`src/rtl/alu_pkg.sv`:
```
package alu_pkg;

  typedef enum logic [1:0] {
    OP_AND  = 2'b00,
    OP_OR   = 2'b01,
    OP_NOTB = 2'b10,
    OP_SUM  = 2'b11
  } aluOp_e;

  // strobes from the control decoder to every slice
  typedef struct packed {
    logic enAnd;
    logic enOr;
    logic enNotB;
    logic enSum;
    logic keepA;
    logic keepB;
    logic flipA;
  } sliceCtl_t;

endpackage

```
`src/rtl/alu_ctrl.sv`:
```
module alu_ctrl
  import alu_pkg::*;
(
  input  logic [1:0] opSel,
  input  logic       enA,
  input  logic       enB,
  input  logic       invA,
  output sliceCtl_t  ctl
);

  logic [3:0] opOneHot;

  // 2-to-4 decoder: exactly one operation enable is active
  always_comb begin
    opOneHot = '0;
    opOneHot[opSel] = 1'b1;
  end

  always_comb begin
    ctl.enAnd  = opOneHot[OP_AND];
    ctl.enOr   = opOneHot[OP_OR];
    ctl.enNotB = opOneHot[OP_NOTB];
    ctl.enSum  = opOneHot[OP_SUM];
    ctl.keepA  = enA;
    ctl.keepB  = enB;
    ctl.flipA  = invA;
  end

endmodule

```
`src/rtl/alu_slice.sv`:
```
module alu_slice
  import alu_pkg::*;
(
  input  sliceCtl_t ctl,
  input  logic      aBit,
  input  logic      bBit,
  input  logic      cIn,
  output logic      yBit,
  output logic      cOut
);

  logic aCond;
  logic bCond;
  logic halfSum;

  always_comb begin
    // gate first, then invert: a gated-off A with flipA reads as 1
    aCond   = (aBit & ctl.keepA) ^ ctl.flipA;
    bCond   = bBit & ctl.keepB;
    halfSum = aCond ^ bCond;
    yBit    = (ctl.enAnd  & aCond & bCond)
            | (ctl.enOr   & (aCond | bCond))
            | (ctl.enNotB & ~bCond)
            | (ctl.enSum  & (halfSum ^ cIn));
    cOut    = ctl.enSum & ((aCond & bCond) | (halfSum & cIn));
  end

endmodule

```
`src/rtl/alu_datapath.sv`:
```
module alu_datapath
  import alu_pkg::*;
#(
  parameter int WIDTH = 16
) (
  input  sliceCtl_t          ctl,
  input  logic [WIDTH-1:0]   opA,
  input  logic [WIDTH-1:0]   opB,
  input  logic               carryIn,
  output logic [WIDTH-1:0]   sumWord,
  output logic               carryLast
);

  localparam int CHAIN = WIDTH + 1;

  logic [CHAIN-1:0] carryChain;

  assign carryChain[0] = carryIn;

  for (genvar i = 0; i < WIDTH; i++) begin : g_slice
    alu_slice u_slice (
      .ctl  (ctl),
      .aBit (opA[i]),
      .bBit (opB[i]),
      .cIn  (carryChain[i]),
      .yBit (sumWord[i]),
      .cOut (carryChain[i+1])
    );
  end

  assign carryLast = carryChain[CHAIN-1];

  // the strobes from the decoder select exactly one operation
  always_comb begin
    a_r1_one_op: assert ($onehot({ctl.enAnd, ctl.enOr, ctl.enNotB, ctl.enSum}))
      else $error("operation strobes not one-hot");
  end

  // no carry leaves the chain unless the sum is selected
  always_comb begin
    a_r8_no_logic_carry: assert (ctl.enSum || !carryLast)
      else $error("carry out during a logic operation");
  end

endmodule

```
`src/rtl/bitslice_alu.sv`:
```
module bitslice_alu
  import alu_pkg::*;
#(
  parameter int WIDTH = 16
) (
  input  logic             clkIn,
  input  logic             rstN,
  input  logic [1:0]       opSel,
  input  logic             enA,
  input  logic             enB,
  input  logic             invA,
  input  logic [WIDTH-1:0] opA,
  input  logic [WIDTH-1:0] opB,
  input  logic             carryIn,
  output logic [WIDTH-1:0] result,
  output logic             carryOut
);

  localparam int EXT = WIDTH + 1;

  sliceCtl_t        ctl;
  logic [WIDTH-1:0] coreWord;
  logic             coreCarry;
  logic             pastValid;

  alu_ctrl u_ctrl (
    .opSel (opSel),
    .enA   (enA),
    .enB   (enB),
    .invA  (invA),
    .ctl   (ctl)
  );

  alu_datapath #(.WIDTH(WIDTH)) u_dp (
    .ctl       (ctl),
    .opA       (opA),
    .opB       (opB),
    .carryIn   (carryIn),
    .sumWord   (coreWord),
    .carryLast (coreCarry)
  );

  always_ff @(posedge clkIn) begin
    if (!rstN) begin
      result    <= '0;
      carryOut  <= 1'b0;
      pastValid <= 1'b0;
    end else begin
      result    <= coreWord;
      carryOut  <= coreCarry;
      pastValid <= 1'b1;
    end
  end

  // normal-mode sum matches the arithmetic sum
  a_r4_sum: assert property (@(posedge clkIn) disable iff (!rstN)
    (pastValid && $past(opSel) == OP_SUM && $past(enA) && $past(enB) && !$past(invA))
    |-> ({carryOut, result} ==
         (EXT'($past(opA)) + EXT'($past(opB)) + EXT'($past(carryIn)))))
    else $error("sum mismatch");

  // inverted A with carry-in gives B - A
  a_r9_subtract: assert property (@(posedge clkIn) disable iff (!rstN)
    (pastValid && $past(opSel) == OP_SUM && $past(enA) && $past(enB)
     && $past(invA) && $past(carryIn))
    |-> (result == WIDTH'($past(opB) - $past(opA))))
    else $error("subtract mismatch");

  // both operands gated off make AND zero
  a_r6_zero_operands: assert property (@(posedge clkIn) disable iff (!rstN)
    (pastValid && $past(opSel) == OP_AND && !$past(enA) && !$past(enB))
    |-> (result == '0))
    else $error("gated operands not zero");

  // logic operations never produce a carry at the output
  a_r8_carry_quiet: assert property (@(posedge clkIn) disable iff (!rstN)
    (pastValid && $past(opSel) != OP_SUM) |-> !carryOut)
    else $error("carry after logic op");

  // outputs hold while the reset that just ended was active
  a_r10_reset_clear: assert property (@(posedge clkIn)
    (rstN && !$past(rstN)) |-> (result == '0 && !carryOut))
    else $error("outputs not cleared by reset");

endmodule

```
`config.mk`:
```
export PLATFORM = sky130hd
export DESIGN_NAME = bitslice_alu
export DESIGN_NICKNAME = d
export VERILOG_FILES = /design/src/rtl/alu_pkg.sv /design/src/rtl/alu_ctrl.sv /design/src/rtl/alu_slice.sv /design/src/rtl/alu_datapath.sv /design/src/rtl/bitslice_alu.sv
export SDC_FILE = /design/constraint.sdc
export NUM_CORES = 1
export LEC_CHECK = 0
export CAP_MARGIN = 0
export CORE_MARGIN = 5
export CORE_UTILIZATION = 35
export DETAILED_ROUTE_END_ITERATION = 10
export GPL_TIMING_DRIVEN = 0
export HOLD_SLACK_MARGIN = 0.05
export RECOVER_POWER = 25
export SLEW_MARGIN = 20
export SYNTH_ARGS = -nofsm -noshare
export SYNTH_HDL_FRONTEND = slang
export SYNTH_SLANG_ARGS = --single-unit
```
`constraint.sdc`:
```
create_clock -name clkIn -period 18.15 [get_ports clkIn]
set_clock_uncertainty 0.2 [all_clocks]
set_input_delay 3.63 -clock clkIn [delete_from_list [all_inputs] [get_ports clkIn]]
set_output_delay 3.63 -clock clkIn [all_outputs]
set_load 0.01 [all_outputs]
```
; ---- Yosys cells after proc, flatten, opt, wreduce, memory -nomap -nowiden
; Index checks and enable logic that the tools add are counted.
[word_totals]
in_bits = 40
out_inout_bits = 17
word_cells = 311
regBits = 17
[classes]
bitwise_logic = 304
order_cmp = 2
reduce_logical = 1
n_mux = 2
[ops]
columns = cell, n
row1 = AND 1 bit, 160
row2 = bitwise OR 1 bit, 80
row3 = XOR 1 bit, 48
row4 = NOT 1 bit, 16
row5 = < comparator 2 x 3 -> 1 bit (second input constant), 1
row6 = demux 1 bit (select 2 bit), 1
row7 = >= comparator 2 x 1 -> 1 bit (second input constant), 1
row8 = logical AND 1 bit, 1
row9 = two-way mux 1 bit, 1

; ---- Logic depth before layout (Yosys ltp)
; Gate-level depths: netlist of the first run.
[depth]
depth_word = 51
ltp_mapped = 36
mapped_depth_nobuf = 35

; ---- Hierarchy
; Synthesis of the first run repeated with hierarchy kept, for this count alone.
[hier_totals]
cells_unflattened = 234
hier_area_um2 = 1904.3
[by_module_without_submodules]
columns = mod, area_each_um2, n_inst, cells_per_inst
row1 = alu_slice, 86.3, 16, 12
row2 = bitslice_alu, 474.2, 1, 35
row3 = alu_ctrl, 48.8, 1, 7

; ---- Worst setup path before layout of the first run
; No wires, ideal clock.
[synth_timing]
path_type = input port to flip-flop
from = in enA
to = reg result[15]
slack_ps = 5881
setup_ps = 86
arrival_ps = 11983
path_stages = 36
path_cell_list = clkbuf_2 > and3b_1 > nor2_1 > fa_1 > nor2_1 > fa_1 > and3_1 > fa_1 > and3_1 > fa_1 > and3_1 > fa_1 > and3_1 > fa_1 > and3_1 > fa_1 > and3_1 > fa_1 > and3_1 > fa_1 > and3_1 > fa_1 > and3_1 > fa_1 > and3_1 > fa_1 > and3_1 > fa_1 > and3_1 > fa_1 > and3_1 > fa_1 > and3_1 > fa_1 > o21ai_0 > a221oi_2
[synth_via]
elab_chain_len = 51
elab_cells_between_ends = 117
[synth_rtl]
columns = element, line_no
row1 = start: declaration, bitslice_alu.sv:9  ; input logic enA,
row2 = AND 1 bit, alu_slice.sv:18  ; aCond = (aBit & ctl.keepA) ^ ctl.flipA;
row3 = XOR 1 bit, alu_slice.sv:18
row4 = XOR 1 bit, alu_slice.sv:20  ; halfSum = aCond ^ bCond;
row5 = AND 1 bit, alu_slice.sv:25  ; cOut = ctl.enSum & ((aCond & bCond) | (halfSum & cIn));
row6 = bitwise OR 1 bit, alu_slice.sv:25
row7 = AND 1 bit (2 in series), alu_slice.sv:25
row8 = bitwise OR 1 bit, alu_slice.sv:25
row9 = AND 1 bit (2 in series), alu_slice.sv:25
row10 = [31 not listed], -
row11 = AND 1 bit (2 in series), alu_slice.sv:25
row12 = bitwise OR 1 bit, alu_slice.sv:25
row13 = AND 1 bit (2 in series), alu_slice.sv:25
row14 = bitwise OR 1 bit, alu_slice.sv:25
row15 = AND 1 bit, alu_slice.sv:25
row16 = XOR 1 bit, alu_slice.sv:24  ; | (ctl.enSum & (halfSum ^ cIn));
row17 = AND 1 bit, alu_slice.sv:24
row18 = bitwise OR 1 bit (*), alu_slice.sv:24
row19 = end signal: assignment, bitslice_alu.sv:49  ; result <= coreWord;
row20 = end: declaration, bitslice_alu.sv:15  ; output logic [WIDTH-1:0] result,
; Every way passes the cells marked *; elsewhere a longest branch is shown, timed or not.
; A chain may end at the register's enable or synchronous reset.

; ---- Worst setup path after layout of the first run
; Ends and elaborated chain as after synthesis.

==> results of run 1 <==
==> metal layers <==
layer	up-vias	part of all wire, %	track usage, %
li1	1045	-	-
met4	0	1.4	6.36
met2	59	48	30.9
met5	-	0	0
met3	8	5.8	2.67
met1	984	45	23.0
==> synth_stat cells, types with 3 or more instances <==
cell        n  area [um^2]
ha_1       16          200
or2_2       5         31.3
or2_1       7         43.8
buf_4       4         30.0
and3_1     14         87.6
nand2b_1   12         75.1
o311a_1     3         30.0
a221oi_2    7          105
nand3b_1    3         22.5
a221oi_1    4         35.0
and3b_1    13          114
o211ai_1   14          105
o2111ai_1   4         35.0
nand2_1    26         97.6
fa_1       16          320
clkbuf_1    6         22.5
o21ai_0     9         45.0
a211oi_1    3         22.5
a21oi_1    11         55.1
a21boi_1    9         67.6
buf_2      10         50.1
dfxtp_1    17          340
inv_1      33          124
nor2_1      8         30.0
==> state kept, by name, indices dropped and copies added (netlist names) <==
name	flops
carryOut	1
result	16
==> logic make-up (layout without fill, tap and decap cells) <==
family / after synthesis / after routing / synth area share [%]
simple gates: 89 / 89 / 23.1
compound gates: 75 / 75 / 26.9
buf+inv: 55 / 114 / 10.7
fa+ha+maj: 32 / 32 / 23.7
flops: 17 / 17 / 15.5
==> final timing paths <==
check,to,slack [ps],cells past startpoint
worst max-delay path,result[15],4800,37
worst min-delay path,result[0],3600,3
==> power by group through the flow <==
stage	Clock [uW]	Sequential [uW]	Combinational [uW]
after CTS	32.7	41.3	57.2
after global placement	0	42.1	56.3
final	31.5	41.1	56.1
after floorplan	0	43.8	30.5
after global routing	34.4	41.5	63.5
after detailed placement	0	42.1	57.0
==> metrics by stage <==
step | instances | setup slack [ps] | hold slack (ps)
3_3_place_gp | 398 | 4470 | 3880
6_report | 402 | 4800 | 3600
2_1_floorplan | 268 | 5880 | 3550
3_5_place_dp | 398 | 4530 | 3890
5_1_grt | 402 | 4290 | 3630
4_1_cts | 402 | 4770 | 3610
==> worst min-delay path: stages <==
cell and delay, ps:
buf_2 180, o2111ai_1 120, a31oi_1 80
==> area by class of cell <==
type | instances | area [um^2]
plain buffers | 21 | 108
multi-input cells | 196 | 1620
repair buffers | 55 | 551
well taps | 75 | 93.8
inverters | 34 | 128
flip-flops and latches | 17 | 340
fillers | 611 | 3110
clock buffers | 4 | 45.0
==> impl_metrics.toml, run 1 <==
[power_and_ir_drop]
pwr-share-comb_pct = 43.6
seqPwrFrac_pct = 31.9
swShare_pct = 35.3
power.density_nw_per_um2 = 44.7
p_int_uw = 83.3
switchingPower_uw = 45.5
total_leakage_power_uw = 0.00140
clockPowerShare_pct = 24.5
vdd_drop_max_mv = 0.0253
fin_total_pwr_uw = 129

[routing]
wl_per_cell_um = 16.6
vias = 2096
viasPerCell = 5.21
wl_um = 6690
drtPass1Iterations = 4
drtAntennaViolNets = 0
drc = 0
drtIter0Drc = 83

[worst_setup_path]
crit_start = "enA"
cp_max_fo = 10
crit_arrival_ps = 13340
crit_top_cell = "fa_1"
critical-path-slowest-cell = "clkdlybuf4s50_1"
critPathTopFamily = "adder cells"
start_kind = "input pin"
worstPathRequired_ps = 18130
worst-path-buf-inv = 2
crit_type = "in -> reg"
crit_path_end_kind = "flop"
max_stage_delay_ps = 540

[final_layout]
final_cell_area_um2 = 2880
drive_gt1_share_pct = 10.7
final_cell_mix = "clkdlybuf4s50_1, inv_1, nand2_1"
layout.nets = 400
final_core_utilization_pct = 48.1
syn_to_final_growth_pct = 31.4
diodes = 0
final_common_cell = "clkdlybuf4s50_1"

[synthesis]
syn_nets = 340
ys_warn_count = 0
synthCells = 268
ys_ff_latch = 17
synth-async-reset-ratio_pct = 0
synth_edf_count = 0
ys_seq_area_share_pct = 15.5
synth-main-ff-cell = "dfxtp_1"
synth_area_um2 = 2190
synth_cell_type_count = 33
avgSynthCellArea_um2 = 8.18

[global_route]
grt_pass1_wl_um = 11000
grt_max_degree = 11
grtUsageTotal_pct = 18.0
antenna_found_initial = 0
first_global_vias = 2276
grt_overflow = 0

[sta]
hold_viol_final = 0
layout_min_cycle_time_ps = 13350
relSlewSlack_pct = 56.6
fin_setup_tns_ps = 0
fmax_mhz = 74.9
slew_viol_final = 0
finalSetupViolCount = 0
fin_crit_sh_pct = 73.6
max_slew.worst_pin.slew_ps = 651
rsz0062_at_grt = "false"

[clock_network]
post_cts_buffers = 0
cts_tree = "built"
cts-htree-levels = 1
root_buffer = "clkbuf_8"
ctsLongestPathBuffers = 2
cts_sinks = 17
post_cts_resized = 0
cts_hold_buf = 0
numCtsBuffers = 3
path_clk_slew_ps = 80

[placed_design]
portBuffers = 55
place_area_um2 = 2840
gp_congestion = 0.830
dp_hpwl_um = 5020

[die]
dieArea_um2 = 7950
row_count = 28
initial_core_util_pct = 36.6
dieWidth_um = 89.2
core-area_um2 = 5990
ios = 57
fp.dieH_um = 89.2

[worst_hold_path]
hold_path.class = "in -> reg"
hold_path_startpoint = "enB"

[run_status]
status = "complete, no violations"

[flow_run]
max-cap-violations = 0
No activity file was read; power rests on OpenSTA's default activity.
==> run 2, diff against run 1 <==
==> constraint.sdc (replaced) <==
create_clock -name clkIn -period 11.36 [get_ports clkIn]
set_clock_uncertainty 0.2 [all_clocks]
set_input_delay 2.272 -clock clkIn [delete_from_list [all_inputs] [get_ports clkIn]]
set_output_delay 2.272 -clock clkIn [all_outputs]
set_load 0.01 [all_outputs]
==> impl_metrics.toml, run 2 (synthesis gave the netlist of run 1 again) <==
[run_status]
status = "complete, no violations"

[routing]
viasPerCell = 5.30
drtPass1Iterations = 4
drc = 0
wl_per_cell_um = 16.8
vias = 2146
wl_um = 6790
drtIter0Drc = 101
drtAntennaViolNets = 0

[global_route]
antenna_found_initial = 0
first_global_vias = 2290
grt_overflow = 0
grtUsageTotal_pct = 18.0
grt_pass1_wl_um = 11000
grt_max_degree = 20

[power_and_ir_drop]
pwr-share-comb_pct = 44.6
power.density_nw_per_um2 = 70.3
seqPwrFrac_pct = 31.1
swShare_pct = 35.7
switchingPower_uw = 75.3
total_leakage_power_uw = 0.00140
clockPowerShare_pct = 24.3
p_int_uw = 136
vdd_drop_max_mv = 0.0411

[die]
dieArea_um2 = 7950
fp.dieH_um = 89.2
initial_core_util_pct = 36.6
row_count = 28
core-area_um2 = 5990
ios = 57
dieWidth_um = 89.2

[final_layout]
diodes = 0
final_cell_mix = "clkdlybuf4s50_1, inv_1, nand2_1"
final_core_utilization_pct = 50.2
largest_register = "result"
final_cells = 405
fill_cells = 589
syn_to_final_growth_pct = 37.0
largest_registers = "result x16, carryOut x1"
largest_register_ffs = 16
layout.nets = 403
final_common_cell = "clkdlybuf4s50_1"
drive_gt1_share_pct = 18.5

[worst_setup_path]
crit_arrival_ps = 11060
crit_path_end_kind = "flop"
start_kind = "input pin"
crit_top_cell = "fa_2"
worstPathRequired_ps = 11350
crit_path_end = "result[15]"
cp_max_fo = 2
max_stage_delay_ps = 480
crit_start = "opA[0]"
critical-path-slowest-cell = "fa_1"
crit_type = "in -> reg"

[clock_network]
numCtsBuffers = 3
ctsLongestPathBuffers = 2
cts_sinks = 17
root_buffer = "clkbuf_8"
cts_tree = "built"
path_clk_slew_ps = 80
cts-htree-levels = 1

[sta]
relSlewSlack_pct = 56.5
fin_setup_tns_ps = 0
rsz0062_at_grt = "false"
slew_viol_final = 0
fin_crit_sh_pct = 97.4
fin_ws_ps = 291
layout_min_cycle_time_ps = 11070
fmax_mhz = 90.3
finalSetupViolCount = 0
max_slew.worst_pin.slew_ps = 653
hold_viol_final = 0

[placed_design]
gp_congestion = 0.830
dpl.cell_count = 398
place_ws_ps = -900
portBuffers = 55
dp_hpwl_um = 5020

[worst_hold_path]
hold_path.class = "in -> reg"
holdPathStages = 3
hold_path_startpoint = "enB"

[flow_run]
max-cap-violations = 0
==> run 2: cell count changes in the layout (fill, tap and decap cells not counted), sizes merged <==
cell,change
clkbuf,-1
clkdlybuf4s15,+1
clkdlybuf4s50,-2
dlygate4sd2,+1
buf,+4
==> run 2: worst min path at each step <==
stage | to | slack (ps)
2_1_floorplan | carryOut | 2190
3_3_place_gp | result[0] | 2530
5_1_grt | result[13] | 2270
4_1_cts | result[13] | 2250
6_report | result[0] | 2250
3_5_place_dp | result[0] | 2530
==> run 2: cell type report <==
type | count | area, um^2 | area share, %
multi-input combinational | 196 | 1700 | 56.5
tap | 75 | 93.8 | 3.12
timing repair buffer | 60 | 588 | 19.6
sequential | 17 | 340 | 11.3
buffer | 19 | 114 | 3.79
inverter | 34 | 128 | 4.25
clock buffer | 4 | 45.0 | 1.50
==> run 2: power by group through the flow <==
stage,Clock [uW],Combinational [uW],Sequential [uW]
3_3_place_gp,0,89.9,67.2
4_1_cts,52.2,93.8,65.9
3_5_place_dp,0,91.0,67.3
6_report,51.3,94.3,65.7
5_1_grt,55.3,106,66.4
2_1_floorplan,0,48.7,70.1
==> run 2: stage by stage <==
step	hold slack (ps)	total power (uW)	instance area, um^2
after CTS	2250	212	2950
final	2250	211	3010
after floorplan	2190	119	2190
after global routing	2270	227	3010
after global placement	2530	157	2840
after detailed placement	2530	158	2840
==> run 2: per-layer routing <==
layer  track usage (%)  wire, um  vias up
met5                 0         0        -
met4              5.28        93        0
met3              2.40       577        9
met2              31.5      3270       85
met1              23.1      2840     1001
li1                  -         -     1051
==> run 2: timing repair <==
item / in CTS / in global routing
setup endpoints to repair: 3 / 2
hold buffers: 0 / 0
setup buffers: 5 / 0
pin swaps: 4 / 5
gates resized for setup: 17 / 16
==> run 2: critical path, delay by kind of cell <==
family,cells,cell delay (ps)
adders and majority gates,16,5420
and+or+nand+nor,17,2620
buffers and inverters,1,410
AOI/OAI and AO/OA,2,310
